==> config.mk <==
export PLATFORM = sky130hd
export DESIGN_NAME = gpio_mux_port
export DESIGN_NICKNAME = d
export VERILOG_FILES = /design/src/rtl/gpio_port_pkg.sv /design/src/rtl/gpio_owner_decode.sv /design/src/rtl/gpio_port_regs.sv /design/src/rtl/gpio_pin_sync.sv /design/src/rtl/gpio_mux_port.sv
export SDC_FILE = /design/constraint.sdc
export NUM_CORES = 1
export LEC_CHECK = 0
export BUFFER_PORTS_ARGS = -buffer_cell sky130_fd_sc_hd__buf_2
export CAP_MARGIN = 20
export CORE_ASPECT_RATIO = 1.1
export CORE_MARGIN = 2
export CORE_UTILIZATION = 30
export CTS_CLUSTER_SIZE = 16
export DETAILED_ROUTE_END_ITERATION = 10
export PLACE_DENSITY = 0.62
export SLEW_MARGIN = 10
export SYNTH_ARGS = -nofsm -noshare
export SYNTH_HDL_FRONTEND = slang
export SYNTH_SLANG_ARGS = --single-unit
==> constraint.sdc <==
create_clock -name clk -period 1.5 [get_ports clk]
set_clock_uncertainty 0.15 [all_clocks]
set_input_delay 0.075 -clock clk [delete_from_list [all_inputs] [get_ports clk]]
set_output_delay 0.075 -clock clk [all_outputs]
set_load 0.01 [all_outputs]
==> src/rtl/gpio_port_pkg.sv <==
package gpio_port_pkg;

  // Select line is taken unless SPI is off or it is a master ignoring faults
  function automatic logic ss_taken(input logic en, input logic master,
                                    input logic fault_en);
    return en && !(master && !fault_en);
  endfunction

  // A timer channel takes its pin for any nonzero edge/level field
  function automatic logic tch_taken(input logic [1:0] mode);
    return mode != 2'b00;
  endfunction

  // Read-back source: latch when direction is output, pin level otherwise
  function automatic logic rb_pick(input logic dir, input logic lat,
                                   input logic pin);
    return dir ? lat : pin;
  endfunction

endpackage

==> src/rtl/gpio_owner_decode.sv <==
module gpio_owner_decode #(
  parameter int WIDTH    = 8,
  parameter int MISO_BIT = 5,
  parameter int SS_BIT   = 4,
  parameter int TMR_BASE = 2,
  parameter int TMR_CH   = 2
) (
  input  logic                  spi_en,
  input  logic                  spi_master,
  input  logic                  spi_fault_en,
  input  logic                  spi_miso_oe,
  input  logic                  spi_miso_out,
  input  logic [2*TMR_CH-1:0]   tmr_mode,
  input  logic [TMR_CH-1:0]     tmr_oe,
  input  logic [TMR_CH-1:0]     tmr_out,
  output logic [WIDTH-1:0]      own,
  output logic [WIDTH-1:0]      per_oe,
  output logic [WIDTH-1:0]      per_out
);
  import gpio_port_pkg::*;

  for (genvar i = 0; i < WIDTH; i++) begin : g_bit
    if (i == MISO_BIT) begin : g_miso
      assign own[i]     = spi_en;
      assign per_oe[i]  = spi_miso_oe;
      assign per_out[i] = spi_miso_out;
    end else if (i == SS_BIT) begin : g_ss
      assign own[i]     = ss_taken(spi_en, spi_master, spi_fault_en);
      assign per_oe[i]  = 1'b0;
      assign per_out[i] = 1'b0;
    end else if (i >= TMR_BASE && i < TMR_BASE + TMR_CH) begin : g_tch
      localparam int K = i - TMR_BASE;
      assign own[i]     = tch_taken(tmr_mode[2*K+1:2*K]);
      assign per_oe[i]  = tmr_oe[K];
      assign per_out[i] = tmr_out[K];
    end else begin : g_free
      assign own[i]     = 1'b0;
      assign per_oe[i]  = 1'b0;
      assign per_out[i] = 1'b0;
    end
  end

endmodule

==> src/rtl/gpio_port_regs.sv <==
module gpio_port_regs #(
  parameter int WIDTH    = 8,
  parameter int ADDR_W   = 1,
  parameter int DATA_OFS = 0,
  parameter int DIR_OFS  = 1
) (
  input  logic              clk,
  input  logic              rst_n,
  input  logic [ADDR_W-1:0] reg_addr,
  input  logic              reg_we,
  input  logic [WIDTH-1:0]  reg_wdata,
  output logic [WIDTH-1:0]  latch_q,
  output logic [WIDTH-1:0]  dir_q
);
  localparam logic [ADDR_W-1:0] A_DATA = ADDR_W'(DATA_OFS);
  localparam logic [ADDR_W-1:0] A_DIR  = ADDR_W'(DIR_OFS);

  logic wr_data, wr_dir;
  assign wr_data = reg_we && (reg_addr == A_DATA);
  assign wr_dir  = reg_we && (reg_addr == A_DIR);

  always_ff @(posedge clk or negedge rst_n) begin
    if (!rst_n) begin
      latch_q <= '0;
      dir_q   <= '0;
    end else begin
      if (wr_data) latch_q <= reg_wdata;
      if (wr_dir)  dir_q   <= reg_wdata;
    end
  end

  assert_dir_write_R2: assert property (@(posedge clk) disable iff (!rst_n)
    wr_dir |=> dir_q == $past(reg_wdata));

  assert_latch_write_R9: assert property (@(posedge clk) disable iff (!rst_n)
    wr_data |=> latch_q == $past(reg_wdata));

  assert_regs_hold_R2: assert property (@(posedge clk) disable iff (!rst_n)
    !reg_we |=> $stable(latch_q) && $stable(dir_q));

endmodule

==> src/rtl/gpio_pin_sync.sv <==
module gpio_pin_sync #(
  parameter int WIDTH  = 8,
  parameter int STAGES = 2
) (
  input  logic             clk,
  input  logic             rst_n,
  input  logic [WIDTH-1:0] din,
  output logic [WIDTH-1:0] dout
);
  localparam int CW = $clog2(STAGES + 1);

  logic [WIDTH-1:0] stage_q [STAGES];

  always_ff @(posedge clk or negedge rst_n) begin
    if (!rst_n) begin
      for (int s = 0; s < STAGES; s++) stage_q[s] <= '0;
    end else begin
      stage_q[0] <= din;
      for (int s = 1; s < STAGES; s++) stage_q[s] <= stage_q[s-1];
    end
  end

  assign dout = stage_q[STAGES-1];

  // cycles since reset, saturating, so the latency check starts clean
  logic [CW-1:0] warm_q;
  logic          warm;
  always_ff @(posedge clk or negedge rst_n) begin
    if (!rst_n)              warm_q <= '0;
    else if (!warm)          warm_q <= warm_q + 1'b1;
  end
  assign warm = (warm_q == CW'(STAGES));

  if (STAGES == 2) begin : g_chk2
    assert_sync_latency_R4: assert property (@(posedge clk) disable iff (!rst_n)
      warm |-> dout == $past(din, 2));
  end

endmodule

==> src/rtl/gpio_mux_port.sv <==
module gpio_mux_port #(
  parameter int WIDTH    = 8,
  parameter int ADDR_W   = 1,
  parameter int SYNC_STG = 2,
  parameter int MISO_BIT = 5,
  parameter int SS_BIT   = 4,
  parameter int TMR_BASE = 2,
  parameter int TMR_CH   = 2
) (
  input  logic                clk,
  input  logic                rst_n,
  input  logic [ADDR_W-1:0]   reg_addr,
  input  logic                reg_we,
  input  logic [WIDTH-1:0]    reg_wdata,
  output logic [WIDTH-1:0]    reg_rdata,
  input  logic                spi_en,
  input  logic                spi_master,
  input  logic                spi_fault_en,
  input  logic                spi_miso_oe,
  input  logic                spi_miso_out,
  input  logic [2*TMR_CH-1:0] tmr_mode,
  input  logic [TMR_CH-1:0]   tmr_oe,
  input  logic [TMR_CH-1:0]   tmr_out,
  input  logic [WIDTH-1:0]    pad_in,
  output logic [WIDTH-1:0]    pad_out,
  output logic [WIDTH-1:0]    pad_oe,
  output logic [WIDTH-1:0]    pin_sync
);
  import gpio_port_pkg::*;

  localparam int                DIR_OFS = 1;
  localparam logic [ADDR_W-1:0] A_DIR   = ADDR_W'(DIR_OFS);

  logic [WIDTH-1:0] latch_q, dir_q;
  logic [WIDTH-1:0] own, per_oe, per_out;
  logic [WIDTH-1:0] data_view;

  gpio_port_regs #(
    .WIDTH(WIDTH), .ADDR_W(ADDR_W), .DATA_OFS(0), .DIR_OFS(DIR_OFS)
  ) u_regs (
    .clk(clk), .rst_n(rst_n), .reg_addr(reg_addr), .reg_we(reg_we),
    .reg_wdata(reg_wdata), .latch_q(latch_q), .dir_q(dir_q)
  );

  gpio_owner_decode #(
    .WIDTH(WIDTH), .MISO_BIT(MISO_BIT), .SS_BIT(SS_BIT),
    .TMR_BASE(TMR_BASE), .TMR_CH(TMR_CH)
  ) u_own (
    .spi_en(spi_en), .spi_master(spi_master), .spi_fault_en(spi_fault_en),
    .spi_miso_oe(spi_miso_oe), .spi_miso_out(spi_miso_out),
    .tmr_mode(tmr_mode), .tmr_oe(tmr_oe), .tmr_out(tmr_out),
    .own(own), .per_oe(per_oe), .per_out(per_out)
  );

  gpio_pin_sync #(.WIDTH(WIDTH), .STAGES(SYNC_STG)) u_sync (
    .clk(clk), .rst_n(rst_n), .din(pad_in), .dout(pin_sync)
  );

  // per-pin pad and read-back muxing
  for (genvar i = 0; i < WIDTH; i++) begin : g_pin
    assign pad_oe[i]    = own[i] ? per_oe[i]  : dir_q[i];
    assign pad_out[i]   = own[i] ? per_out[i] : latch_q[i];
    assign data_view[i] = rb_pick(dir_q[i], latch_q[i], pin_sync[i]);

    assert_free_pin_R3: assert property (@(posedge clk) disable iff (!rst_n)
      !own[i] |-> (pad_oe[i] == dir_q[i]) && (pad_out[i] == latch_q[i]));

    assert_rb_latch_R8: assert property (@(posedge clk) disable iff (!rst_n)
      (dir_q[i] && reg_addr != A_DIR) |-> reg_rdata[i] == latch_q[i]);
  end

  assign reg_rdata = (reg_addr == A_DIR) ? dir_q : data_view;

  assert_miso_follow_R5: assert property (@(posedge clk) disable iff (!rst_n)
    spi_en |-> (pad_oe[MISO_BIT] == spi_miso_oe) &&
               (pad_out[MISO_BIT] == spi_miso_out));

  assert_ss_input_R6: assert property (@(posedge clk) disable iff (!rst_n)
    (spi_en && !(spi_master && !spi_fault_en)) |-> !pad_oe[SS_BIT]);

  for (genvar k = 0; k < TMR_CH; k++) begin : g_tchk
    assert_tch_follow_R7: assert property (@(posedge clk) disable iff (!rst_n)
      (tmr_mode[2*k+1:2*k] != 2'b00) |->
        (pad_oe[TMR_BASE+k] == tmr_oe[k]) && (pad_out[TMR_BASE+k] == tmr_out[k]));
  end

  assert_reset_quiet_R1: assert property (@(posedge clk) disable iff (!rst_n)
    $rose(rst_n) |-> dir_q == '0);

endmodule

==> metrics.md <==
| Metric | Value |
|---|---|
| Setup Fix Bufs, Post-CTS | 0 |
| Measured slew at the worst slew-check pin | roughly 0.69 ns |
| Crit. End Element | primary output |
| Synth unique cells | 13 |
| 1st-iter DRT viols | 13 |
| Main synth FF type | dfrtp_1 |
| Cell taking the most area after synthesis | dfrtp_1 |
| Setup-failing EPs final | 0 |
| FP Rows | 26 |
| First-pass GRT wire length | around 4400 um |
| Most common cell in the netlist | dfrtp_1 |
| Leak | 0.919 nW |
| RSZ-0062 raised after global routing | no |
| Switching share of power | between 20% and 30% |
| Max cap viols | 0 |
| Largest net degree at the start of global routing | 33 |
| Filler Cells Inserted | approximately 420 |
| Status | finished, final reports clean |
| Placed cells | 205 |
| CP Max Fanout | 4 |
| R2R cell count | 1 |
| Startpoint types | flop |
| Synth top area share | around 57% |
| Layout area overhead | 35.9% |
| Int Power | between 1.5 and 2 mW |
| Initial core utilization | between 30% and 40% |
| Clock tree root buffer cell | clkbuf_8 |
| Die Area | around 5200 um^2 |
| CTS H-tree lvls | 2 |
| Cells after synthesis | around 100 |
| Cell Count, Final, Fillers Out | 230 |
| Synth Net Count | 137 |
| Cell Area, Synth | roughly 1400 um^2 |
| Clk network pwr share | between 30% and 40% |
| Via density | about 4.3 |
| Worst r2r src | u_regs.latch_q[3] |
| Sequential area share after synthesis | a little under three fifths |
| Worst R2R End | u_regs.latch_q[3] |
| TritonCTS Buffers | 5 |
| Logic pwr share | about a fifth |
| DRT Pass-1 Iters | 4 |
| Syn avg cell area | 13.5 um^2 |
| Io pins | 65 |
| Initial antenna violation count | 0 |
| Antenna viol nets, final | 0 |
| Fin Setup TNS | 0 ns |
| Hold path depth | 3 |
| Worst R2R Setup Slack | 0.56 ns |
| Achievable frequency | 757 MHz |
| DP Area | ~1600 um^2 |
| Crit path DAT | 1.10 ns |
| Routability cong. | 0.667 |
| Pwr/cell area | 1100 nW/um^2 |
| Antenna cells | 0 |
| Slew HR | about 54% |
| Max VDD drop | 0.509 mV |
| Worst hold path class | in2reg |
| Worst Path Required | 1.27 ns |
| Post-synth ARST share | 100% |
| Clk_lat worst skew | about 0.28 ns |
| Ranking of synthesized cells by area | dfrtp_1, mux2_2, buf_4 |
| # DRC | 0 |
| Final Cycle Share | about nine tenths |
| Period minus WS final | approximately 1.3 ns |
| Net switching power | approximately 550 uW |
| Die Ht | roughly 76 um |
| Ys Warns | 0 |
| Synth top cells by count | dfrtp_1, buf_4, mux2_2, o21ai_0, nand2b_1 |
| CTS clk-pin slew, worst paths | around 0.060 ns |
| Post_cts resized | 0 |
| HPWL after DPL | ~2000 um |
| Layout cells sized above 1 | 54.0% |
| Number of synthesized flops with an enable pin | 0 |
| Crit Path Class | reg2out |
| Worst hold start | reg_we |
| Slew Viols, Final | 0 |
| Avg WL per Cell | ~13 um |
| Seq pwr share | roughly half |
| CTS Buffer Depth | 2 |
| Gr ovfl total | 0 |
| Port buffer count | 64 |
| CTS tree | yes |
| Overall Global Routing Usage | 11.2% |
| Number of synthesized register bits | 32 |
| Hold Path End | u_regs.latch_q[3] |
| Fin area | 1910 um^2 |
| Sink count of the clock tree | 32 |
| Core Footprint | ~4600 um^2 |
| NumNets Final | ~210 |
| Final hold violation count | 0 |
| Number of global-route vias before repair | roughly 940 |
| Drt total wl | a little under 3000 um |
| Vias post-DR | 989 |
| Chip Width | 69.2 um |
-- power groups by stage --
| stage | combinational [mW] | clock [mW] | sequential [mW] |
|---|---|---|---|
| after global placement | 0.395 | 0 | 1.03 |
| after detailed placement | 0.399 | 0 | 1.03 |
| after CTS | 0.432 | 0.692 | 1.02 |
| after global routing | 0.471 | 0.723 | 1.03 |
| after floorplan | 0.285 | 0 | 1.01 |
| final | 0.426 | 0.667 | 1.02 |
-- layout by cell type (no fill, tap or decap) --
cell           synthesis  routed
a21boi_0               2       2
buf_2                  0      64
clkbuf_1               1       2
clkbuf_8               0       6
dfrtp_1               32      32
dlygate4sd3_1          0      17
mux2_2                14      14
mux2_4                 8       8
nand2_2                1       1
nand2b_1               9       9
nor2_1                 2       2
nor2b_4                1       1
o21ai_0               14      14
o21ai_1                2       2
-- repair_timing --
action                                  4_1_cts  5_1_grt
hold buffers                                 17        0
endpoints found under the setup margin        0        0
hold endpoints to repair                     56        0
-- cell families after synthesis --
family / share of synthesized area [%]
DFF: 57.0
muxes: 19.8
buffers and inverters: 10.4
AOI/OAI and AO/OA: 6.77
and+or+nand+nor: 5.97
-- routing by layer --
layer / global-route usage, % / wire [um] / vias up
li1: - / - / 475
met1: 12.9 / 1220 / 474
met2: 18.5 / 1480 / 34
met3: 4.76 / 168 / 6
met4: 5.23 / 53 / 0
met5: 0 / 0 / -
-- state kept, by name (all words and copies together) (netlist names) --
name            flops
u_regs.dir_q        8
u_sync.dout         8
u_sync.stage_q      8
u_regs.latch_q      8
-- critical path, cell delays in order, from the launching register on --
cell     delay, ns
dfrtp_1       0.40
mux2_2        0.27
buf_2         0.14
-- final cells by class --
| class | instances | area, um^2 | area share (%) |
|---|---|---|---|
| tap | 56 | 70.1 | 3.67 |
| multi-input combinational | 53 | 457 | 23.9 |
| sequential | 32 | 801 | 42.0 |
| timing repair buffer | 81 | 490 | 25.7 |
| clock buffer | 8 | 90.1 | 4.72 |
-- through the flow --
step / setup WS (ns) / utilization, % / power (mW) / hold WS (ns)
2_1_floorplan: 0.505 / - / 1.29 / -0.371
3_3_place_gp: 0.287 / 35.9 / 1.42 / 0.00523
3_5_place_dp: 0.256 / 35.9 / 1.43 / 0.0121
4_1_cts: 0.170 / 41.6 / 2.14 / 0.153
5_1_grt: 0.0784 / 41.6 / 2.22 / 0.152
6_report: 0.179 / 41.6 / 2.11 / 0.157
-- how the worst max path moves through the flow --
stage / cells after the start / end / slack (ns) / from
2_1_floorplan: 4 / u_regs.latch_q[0] / 0.50 / reg_addr
3_3_place_gp: 3 / u_regs.latch_q[5] / 0.29 / reg_addr
3_5_place_dp: 3 / u_regs.latch_q[4] / 0.26 / reg_addr
4_1_cts: 2 / pad_out[3] / 0.17 / u_regs.latch_q[3]
5_1_grt: 3 / reg_rdata[7] / 0.08 / u_regs.latch_q[7]
6_report: 2 / pad_oe[3] / 0.18 / u_regs.dir_q[3]
(Power assumes the default switching activity.)
